### src/rtl/txeoi_pkg.sv
package txeoi_pkg;
  localparam int BIT_TERM   = 7;
  localparam int BIT_FRAME  = 6;
  localparam int BIT_LDT2   = 5;
  localparam int BIT_LDT1   = 4;
  localparam int BIT_NOXFER = 3;
  localparam int RSVD_W     = 3;

  typedef struct packed {
    logic eoi;
    logic termCur;
    logic termNext;
    logic frameEnd;
    logic noXfer;
    logic ld1;
    logic ld2;
    logic rsvd;
  } strobe_t;
endpackage

### src/rtl/txeoi_ctrl.sv
module txeoi_ctrl
  import txeoi_pkg::*;
#(
  parameter int ADDR_W    = 8,
  parameter int BASE_ADDR = 'h85
) (
  input  logic              wrEn,
  input  logic [ADDR_W-1:0] wrAddr,
  input  logic [7:0]        wrData,
  input  logic              altOrder,
  input  logic              dmaMode,
  input  logic              syncMode,
  input  logic              eobIntr,
  output strobe_t           st
);
  localparam logic [ADDR_W-1:0] ADDR_A = ADDR_W'(BASE_ADDR);
  localparam logic [ADDR_W-1:0] ADDR_B = ADDR_W'(BASE_ADDR + 1);

  logic hit;

  always_comb begin
    hit         = wrEn && (wrAddr == (altOrder ? ADDR_B : ADDR_A));
    st          = '0;
    st.eoi      = hit;
    st.termCur  = hit && wrData[BIT_TERM] && dmaMode;
    st.termNext = hit && wrData[BIT_TERM] && dmaMode && eobIntr;
    st.frameEnd = hit && wrData[BIT_FRAME] && syncMode;
    st.noXfer   = hit && wrData[BIT_NOXFER];
    st.ld1      = hit && wrData[BIT_LDT1] && syncMode;
    st.ld2      = hit && wrData[BIT_LDT2] && syncMode;
    st.rsvd     = hit && (wrData[RSVD_W-1:0] != '0);
  end
endmodule

### src/rtl/txeoi_timer.sv
module txeoi_timer #(
  parameter int W = 8
) (
  input  logic         clk,
  input  logic         rstN,
  input  logic         ld,
  input  logic [W-1:0] ldVal,
  input  logic         tick,
  output logic         hitZero
);
  logic [W-1:0] cnt;

  // Expiry is flagged combinationally on the tick that takes the count from 1 to 0.
  // A load in the same cycle wins, so that tick is not counted as an expiry.
  assign hitZero = tick && !ld && (cnt == W'(1));

  always_ff @(posedge clk) begin
    if (!rstN) begin
      cnt <= '0;
    end else if (ld) begin
      cnt <= ldVal;
    end else if (tick && cnt != '0) begin
      cnt <= cnt - W'(1);
    end
  end

  a_r9_load_value: assert property (@(posedge clk) disable iff (!rstN)
    ld |=> cnt == $past(ldVal));
  a_r10_idle_zero: assert property (@(posedge clk) disable iff (!rstN)
    (cnt == '0 && !ld) |=> cnt == '0);
endmodule

### src/rtl/txeoi_dpath.sv
module txeoi_dpath
  import txeoi_pkg::*;
#(
  parameter int DEPTH = 4,
  parameter int CTX_W = 4,
  parameter int T1_W  = 16,
  parameter int T2_W  = 8,
  localparam int LVL_W = $clog2(DEPTH + 1),
  localparam int IDX_W = $clog2(DEPTH)
) (
  input  logic             clk,
  input  logic             rstN,
  input  strobe_t          st,
  input  logic             ctxPush,
  input  logic [CTX_W-1:0] ctxIn,
  input  logic [7:0]       timerVal,
  input  logic             tick,
  input  logic             tmrIrqClr,
  output logic             eoiPulse,
  output logic             termBufPulse,
  output logic             termNextPulse,
  output logic             frameEndPulse,
  output logic             noXferPulse,
  output logic             tmrIrq,
  output logic [CTX_W-1:0] ctxTop,
  output logic [LVL_W-1:0] ctxLevel,
  output logic             popErr,
  output logic             rsvdErr
);
  logic [CTX_W-1:0] mem [DEPTH];
  logic [LVL_W-1:0] topLvl;
  logic             canPush;
  logic             hit1, hit2;

  assign topLvl  = ctxLevel - LVL_W'(1);
  assign canPush = ctxPush && !st.eoi && (ctxLevel != LVL_W'(DEPTH));
  assign ctxTop  = (ctxLevel == '0) ? '0 : mem[topLvl[IDX_W-1:0]];

  always_ff @(posedge clk) begin
    if (canPush) mem[ctxLevel[IDX_W-1:0]] <= ctxIn;
  end

  // The stack pointer: a pop takes priority over a push in the same cycle.
  always_ff @(posedge clk) begin
    if (!rstN) begin
      ctxLevel <= '0;
      popErr   <= 1'b0;
    end else if (st.eoi) begin
      if (ctxLevel != '0) ctxLevel <= topLvl;
      else                popErr   <= 1'b1;
    end else if (canPush) begin
      ctxLevel <= ctxLevel + LVL_W'(1);
    end
  end

  always_ff @(posedge clk) begin
    if (!rstN) begin
      eoiPulse      <= 1'b0;
      termBufPulse  <= 1'b0;
      termNextPulse <= 1'b0;
      frameEndPulse <= 1'b0;
      noXferPulse   <= 1'b0;
      rsvdErr       <= 1'b0;
    end else begin
      eoiPulse      <= st.eoi;
      termBufPulse  <= st.termCur;
      termNextPulse <= st.termNext;
      frameEndPulse <= st.frameEnd;
      noXferPulse   <= st.noXfer;
      if (st.rsvd) rsvdErr <= 1'b1;
    end
  end

  txeoi_timer #(.W(T1_W)) tmr1_i (
    .clk(clk), .rstN(rstN), .ld(st.ld1),
    .ldVal({timerVal, {(T1_W-8){1'b0}}}), .tick(tick), .hitZero(hit1));

  txeoi_timer #(.W(T2_W)) tmr2_i (
    .clk(clk), .rstN(rstN), .ld(st.ld2),
    .ldVal(T2_W'(timerVal)), .tick(tick), .hitZero(hit2));

  always_ff @(posedge clk) begin
    if (!rstN)                tmrIrq <= 1'b0;
    else if (hit1 || hit2)    tmrIrq <= 1'b1;
    else if (tmrIrqClr)       tmrIrq <= 1'b0;
  end

  a_r3_pop_level: assert property (@(posedge clk) disable iff (!rstN)
    (st.eoi && ctxLevel != '0) |=> ctxLevel == $past(ctxLevel) - LVL_W'(1));
  a_r4_pop_empty: assert property (@(posedge clk) disable iff (!rstN)
    (st.eoi && ctxLevel == '0) |=> (popErr && ctxLevel == '0));
  a_r6_next_with_cur: assert property (@(posedge clk) disable iff (!rstN)
    termNextPulse |-> termBufPulse);
  a_r11_irq_hold: assert property (@(posedge clk) disable iff (!rstN)
    (tmrIrq && !tmrIrqClr) |=> tmrIrq);
  a_r2_eoi_single: assert property (@(posedge clk) disable iff (!rstN)
    eoiPulse |-> $past(st.eoi));
endmodule

### src/rtl/txEoiCmd.sv
module txEoiCmd
  import txeoi_pkg::*;
#(
  parameter int ADDR_W    = 8,
  parameter int BASE_ADDR = 'h85,
  parameter int DEPTH     = 4,
  parameter int CTX_W     = 4,
  parameter int T1_W      = 16,
  parameter int T2_W      = 8,
  localparam int LVL_W    = $clog2(DEPTH + 1)
) (
  input  logic              clk,
  input  logic              rstN,
  input  logic              wrEn,
  input  logic [ADDR_W-1:0] wrAddr,
  input  logic [7:0]        wrData,
  input  logic              altOrder,
  input  logic              dmaMode,
  input  logic              syncMode,
  input  logic              eobIntr,
  input  logic              ctxPush,
  input  logic [CTX_W-1:0]  ctxIn,
  input  logic [7:0]        timerVal,
  input  logic              tick,
  input  logic              tmrIrqClr,
  output logic              eoiPulse,
  output logic              termBufPulse,
  output logic              termNextPulse,
  output logic              frameEndPulse,
  output logic              noXferPulse,
  output logic              tmrIrq,
  output logic [CTX_W-1:0]  ctxTop,
  output logic [LVL_W-1:0]  ctxLevel,
  output logic              popErr,
  output logic              rsvdErr
);
  strobe_t st;

  txeoi_ctrl #(.ADDR_W(ADDR_W), .BASE_ADDR(BASE_ADDR)) ctrl_i (
    .wrEn(wrEn), .wrAddr(wrAddr), .wrData(wrData), .altOrder(altOrder),
    .dmaMode(dmaMode), .syncMode(syncMode), .eobIntr(eobIntr), .st(st));

  txeoi_dpath #(.DEPTH(DEPTH), .CTX_W(CTX_W), .T1_W(T1_W), .T2_W(T2_W)) dpath_i (
    .clk(clk), .rstN(rstN), .st(st), .ctxPush(ctxPush), .ctxIn(ctxIn),
    .timerVal(timerVal), .tick(tick), .tmrIrqClr(tmrIrqClr),
    .eoiPulse(eoiPulse), .termBufPulse(termBufPulse), .termNextPulse(termNextPulse),
    .frameEndPulse(frameEndPulse), .noXferPulse(noXferPulse), .tmrIrq(tmrIrq),
    .ctxTop(ctxTop), .ctxLevel(ctxLevel), .popErr(popErr), .rsvdErr(rsvdErr));
endmodule

### config.mk
export PLATFORM = sky130hd
export DESIGN_NAME = txEoiCmd
export DESIGN_NICKNAME = d
export VERILOG_FILES = /design/src/rtl/txeoi_pkg.sv /design/src/rtl/txeoi_ctrl.sv /design/src/rtl/txeoi_timer.sv /design/src/rtl/txeoi_dpath.sv /design/src/rtl/txEoiCmd.sv
export SDC_FILE = /design/constraint.sdc
export NUM_CORES = 1
export LEC_CHECK = 0
export CORE_UTILIZATION = 55
export DETAILED_ROUTE_END_ITERATION = 6
export GPL_TIMING_DRIVEN = 0
export PLACE_DENSITY_LB_ADDON = 0.3
export SLEW_MARGIN = 0
export SYNTH_ARGS = -nofsm -noshare
export SYNTH_HDL_FRONTEND = slang
export SYNTH_SLANG_ARGS = --single-unit
### constraint.sdc
create_clock -name clk -period 5.4 [get_ports clk]
set_clock_uncertainty 0.05 [all_clocks]
set_input_delay 1.08 -clock clk [delete_from_list [all_inputs] [get_ports clk]]
set_output_delay 1.08 -clock clk [all_outputs]
set_load 0.03 [all_outputs]
**Word level (Yosys, flattened, before mapping)**

Memories as Yosys holds them, arrays and structs flattened.
Index checks and enable logic that the tools add are counted.

- Register bits: 35
- Memory bits (writable): 16
- Bits of input ports: 38
- Memories: 1

- Add/sub/neg operators: 4
- Equality and inequality tests: 5
- Mux-type cells: 13
- Bitwise operators: 2
- Reductions and logical operators: 36

Memory list:

| memory | words | width | read ports | clocked after Yosys merged registers in | write ports | RTL line | RTL |
|---|---|---|---|---|---|---|---|
| dpath_i.mem | 4 | 4 | 1 | 0 | 1 | txeoi_dpath.sv:30 | `logic [CTX_W-1:0] mem [DEPTH];` |

Operator list:

| kind | count |
|---|---|
| 16-bit 2-to-1 mux | 2 |
| 1-bit logical AND | 20 |
| 16-bit by 1-bit equality test with 1-bit output (second input constant) | 1 |
| 8-bit 2-to-1 mux | 2 |
| 16-bit nonzero test | 1 |
| 16-bit by 1-bit subtractor with 16-bit output (second input constant) | 1 |
| 3-bit 2-to-1 mux | 3 |
| 8-bit by 1-bit equality test with 1-bit output (second input constant) | 1 |
| 8-bit equality test | 1 |
| 2-bit nonzero test | 4 |
| 8-bit nonzero test | 1 |
| 8-bit by 1-bit subtractor with 8-bit output (second input constant) | 1 |
| 3-bit nonzero test | 2 |
| 1-bit 2-to-1 mux | 4 |
| 4-bit 2-to-1 mux | 1 |
| 2-bit AND reduction | 2 |
| 3-bit by 1-bit adder with 3-bit output (second input constant) | 1 |
| 1-bit logical NOT | 3 |
| 3-bit logical NOT | 1 |
| 3-bit != test (second input constant) | 1 |
| 3-bit by 1-bit subtractor with 3-bit output (second input constant) | 1 |
| 2-bit 2-to-1 mux | 1 |
| 2-bit by 1-bit != test with 1-bit output (second input constant) | 1 |
| 1-bit inverter | 2 |
| other kinds (2) | 2 |

**Logic depth before layout (Yosys ltp)**

- Word-level depth: 10
- Depth in mapped cells: 7

**Modules after synthesis**

Synthesis repeated with hierarchy kept, for this count alone.

- Cell total of the unflattened synthesis: 297
- Area, all modules: 2961.6 um^2

Modules (own cells, without submodules):

| module | instances | cells an instance | area an instance (um^2) |
|---|---|---|---|
| txeoi_dpath | 1 | 89 | 1169.9 |
| txeoi_timer at dpath_i.tmr1_i | 1 | 121 | 1027.2 |
| txeoi_timer at dpath_i.tmr2_i | 1 | 65 | 545.5 |
| txeoi_ctrl | 1 | 22 | 219.0 |

**Least setup slack after synthesis**

Ideal clock, no wire load.

- Path type: register -> output
- Start: reg dpath_i.ctxLevel[0]
- End: out ctxTop[0]
- Arrival: 2.057 ns
- Data required time: 4.270 ns
- Setup slack: 2.213 ns
- Stages on the path, launching flop included: 6
- Buffers on the path: 1
- Cells stage by stage: dfxtp_1 clkbuf_1 inv_1 ha_1 mux4_2 nor2b_1

- Longest elaborated chain between the ends: 3
- Elaborated cells on any way between the ends: 4

RTL lines:

| element | RTL line | RTL |
|---|---|---|
| from (decl) | txeoi_dpath.sv:26 | `output logic [LVL_W-1:0] ctxLevel,` |
| from (signal assigned) | txeoi_dpath.sv:49 | `if (ctxLevel != '0) ctxLevel <= topLvl;` |
| from (signal assigned) | txeoi_dpath.sv:52 | `ctxLevel <= ctxLevel + LVL_W'(1);` |
| 3-bit by 1-bit subtractor with 3-bit output | txeoi_dpath.sv:35 | `assign topLvl = ctxLevel - LVL_W'(1);` |
| memory 4 x 4 bit | n/a |  |
| 4-bit 2-to-1 mux * | txeoi_dpath.sv:37 | `assign ctxTop = (ctxLevel == '0) ? '0 : mem[topLvl[IDX_W-1:0]];` |
| to (decl) | txEoiCmd.sv:32 | `output logic [CTX_W-1:0] ctxTop,` |

Mark *: on every way between the ends. The rest lies on a longest branch, timed or not.

**Worst setup path in the final report**

Ends and elaborated chain as after synthesis.

==> out/metrics.yaml <==
sta:
  max-slew-margin-rel_pct: 52.7
  worstMarginPinSlew_ns: 0.706
  fmax_mhz: 255
  drv_slew: 0
  finalCriticalPeriod_ns: 3.93
  setup-violations-final: 0
  rsz0062_at_grt: "no"
  hold_viol_final: 0
  fin_tns_setup_ns: 0
  post-route-period-util_pct: 72.7
clock_tree:
  ctsResizeCount: 0
  cts.clk_slew.worst_paths_ns: 0.10
  htreeDepth: 2
  clock_latency_ns: 0.30
  tritoncts: "yes"
  postCtsHoldBufs: 0
  clock-sinks: 51
  root_buffer: "clkbuf_8"
  clk_path_buf_depth: 2
  post-cts-setup-buffers: 0
  cts_made_buffers: 5
logic_synthesis:
  ys_async_sr_fraction_pct: 0
  mappedNetlistArea_mm2: 0.00262
  yosysTopAreaCell: "dfxtp_1"
  synth-seq-cells: 51
  seq_area_frac_synth_pct: 45.1
  syn_nets: 309
  synth_top_area_share_pct: 26.8
  syn_area_per_cell_um2: 10.1
  syn_inst: 260
  synth_top_family_by_area: "simple AND/OR/NAND/NOR gates"
  synth_compound_area_share_pct: 17.4
  synth_xor_area_share_pct: 1.67
  synth_area_leaders: "dfxtp_1 (27%), edfxtp_1 (18%), ha_1 (5.3%)"
  synth_top_cells_by_count: "dfxtp_1 (35), o21ai_0 (23), a21oi_1 (17)"
  synthSimpleGateAreaFrac_pct: 22.2
  ys.flop_type: "dfxtp_1"
  ys_warn_count: 0
  synthAdderAreaFrac_pct: 5.26
  ys_types: 51
  synth_edf_count: 16
  muxShareOfSynthArea_pct: 5.40
  yosysMostFrequentCell: "dfxtp_1"
power_and_ir_drop:
  power.leakage_nw: 1.21
  p_total_w: 0.00163
  p_int_w: 0.000996
  swShare_pct: 38.7
  p_comb_share_pct: 44.8
  clkPwrFrac_pct: 19.3
  cellPowerDensity_mw_per_mm2: 487
  vdd_drop_max_v: 0.000307
  seqPwrFrac_pct: 35.9
  p_switching_w: 0.000629
critical_path:
  crit_path_top_delay_cell: "clkdlybuf4s50_1"
  slowest_delay_ns: 0.61
  endpoint_kind: "primary output"
  worstPathRequired_ns: 4.27
  cp-start-kind: "register"
  worst-path-buf-inv: 3
  cpLargestDelayFamily: "buffers and inverters"
  cp_cell_sequence: "clkbuf_1, inv_1, ha_1, mux4_2, nor2b_1, clkdlybuf4s50_1"
  critPathMaxFanout: 6
  reg2reg_slack_ns: 3.12
  critical_path_class: "reg2out"
  arrival_ns: 2.80
grt:
  grt_pass1_wl_um: 9580
  grt_pass1_vias: 2117
  grt_remaining_overflow: 0
  grt_max_degree: 16
  track_usage_pct: 24.1
  antenna_found_initial: 0
floorplanning:
  start_util_pct: 58.5
  row_count: 24
  die_x_um: 71.0
  fp.dieH_um: 71.0
  core_area_mm2: 0.00447
  io_pins: 53
  die-area_mm2: 0.00504
routing:
  vias_per_cell: 6.11
  drtAntennaViolNets: 0
  initialDrtViolationCount: 167
  dr_total_vias: 2274
  drc: 8
  drt_wl_total_um: 5750
  first_pass_iters: 6
  wl_per_cell_um: 15.5
final_layout:
  n_antenna_cell: 0
  fin_nets: 368
  stdcell_count: 372
  area_growth_pct: 27.5
  drive_gt1_share_pct: 7.19
  finish.utilization_pct: 74.5
place:
  gp_congestion: 0.840
  place_inst: 364
  dp_hpwl_um: 4170
  io_buffer_count: 52
hold_path:
  hold_class: "reg2reg"
outcome:
  status: "complete, but fails checks"
  violations: "DRC"
job:
  cap_violations: 0
## worst min-delay path, delay by kind of cell, from the launching register on
family / cells / cell delay, ns
compound gates: 1 / 0.04
flops: 1 / 0.34
simple gates: 1 / 0.07
## per-layer routing
metal / GRT usage, % / routed length, um
met1: 31.7 / 2570
met2: 40.0 / 2740
met3: 3.85 / 337
met4: 10.0 / 105
met5: 0 / 0
## logic make-up after synthesis
logic type | after synthesis
simple gates | 93
compound gates | 74
flops | 51
buf+inv | 17
fa+ha+maj | 11
mux | 9
xor+xnor | 5
## area by class of cell
class	count	area, um2
buffer	8	42.5
clock buffer	6	72.6
clock inverter	2	60.1
fill	316	1140
inverter	9	33.8
multi-input combinational	192	1360
sequential	51	1180
tap	52	65.1
timing repair buffer	52	520
## flip-flops by register name (all words and copies together), names as in the netlist, 3 cells and up
signal and cells:
dpath_i.tmr2_i.cnt 8, dpath_i.mem 16, dpath_i.ctxLevel 3, dpath_i.tmr1_i.cnt 16
## stage by stage
stage	hold slack, ns	worst slack (ns)	instance area [um2]
finish	0.433	1.47	3330
global route	0.475	1.32	3330
CTS	0.434	1.44	3330
detailed placement	0.412	1.79	3200
global placement	0.398	1.75	3200
floorplan	0.419	2.21	2620
## power by group through the flow
| stage | Combinational, W | Clock [W] | Sequential, W |
|---|---|---|---|
| 2_1_floorplan | 0.000549 | 0 | 0.000573 |
| 3_3_place_gp | 0.000697 | 0 | 0.000582 |
| 5_1_grt | 0.000803 | 0.000328 | 0.000598 |
| 6_report | 0.000729 | 0.000313 | 0.000583 |
| 4_1_cts | 0.000723 | 0.000315 | 0.000580 |
| 3_5_place_dp | 0.000714 | 0 | 0.000586 |
## layout by cell type, fill, tap and decap left out, types with 8 or more instances in the layout
cell	n
a21oi_1	17
nand2_1	12
ha_1	11
edfxtp_1	16
o21ai_0	23
nor2_1	12
nand3_1	8
inv_1	9
clkdlybuf4s50_1	52
nor4_1	8
dfxtp_1	35
a31oi_1	11
## worst paths after layout
kind,from,to,depth (start not counted)
worst min register to register,dpath_i.rsvdErr$_SDFFE_PN0P_,dpath_i.rsvdErr$_SDFFE_PN0P_,2
worst max register to register,dpath_i.ctxLevel[0]$_SDFFE_PN0P_,dpath_i.mem[3][0]$_DFFE_PP_,5
worst max-delay path,dpath_i.ctxLevel[0]$_SDFFE_PN0P_,ctxTop[0],6
worst min-delay path,dpath_i.rsvdErr$_SDFFE_PN0P_,dpath_i.rsvdErr$_SDFFE_PN0P_,2
(Power assumes the default switching activity.)
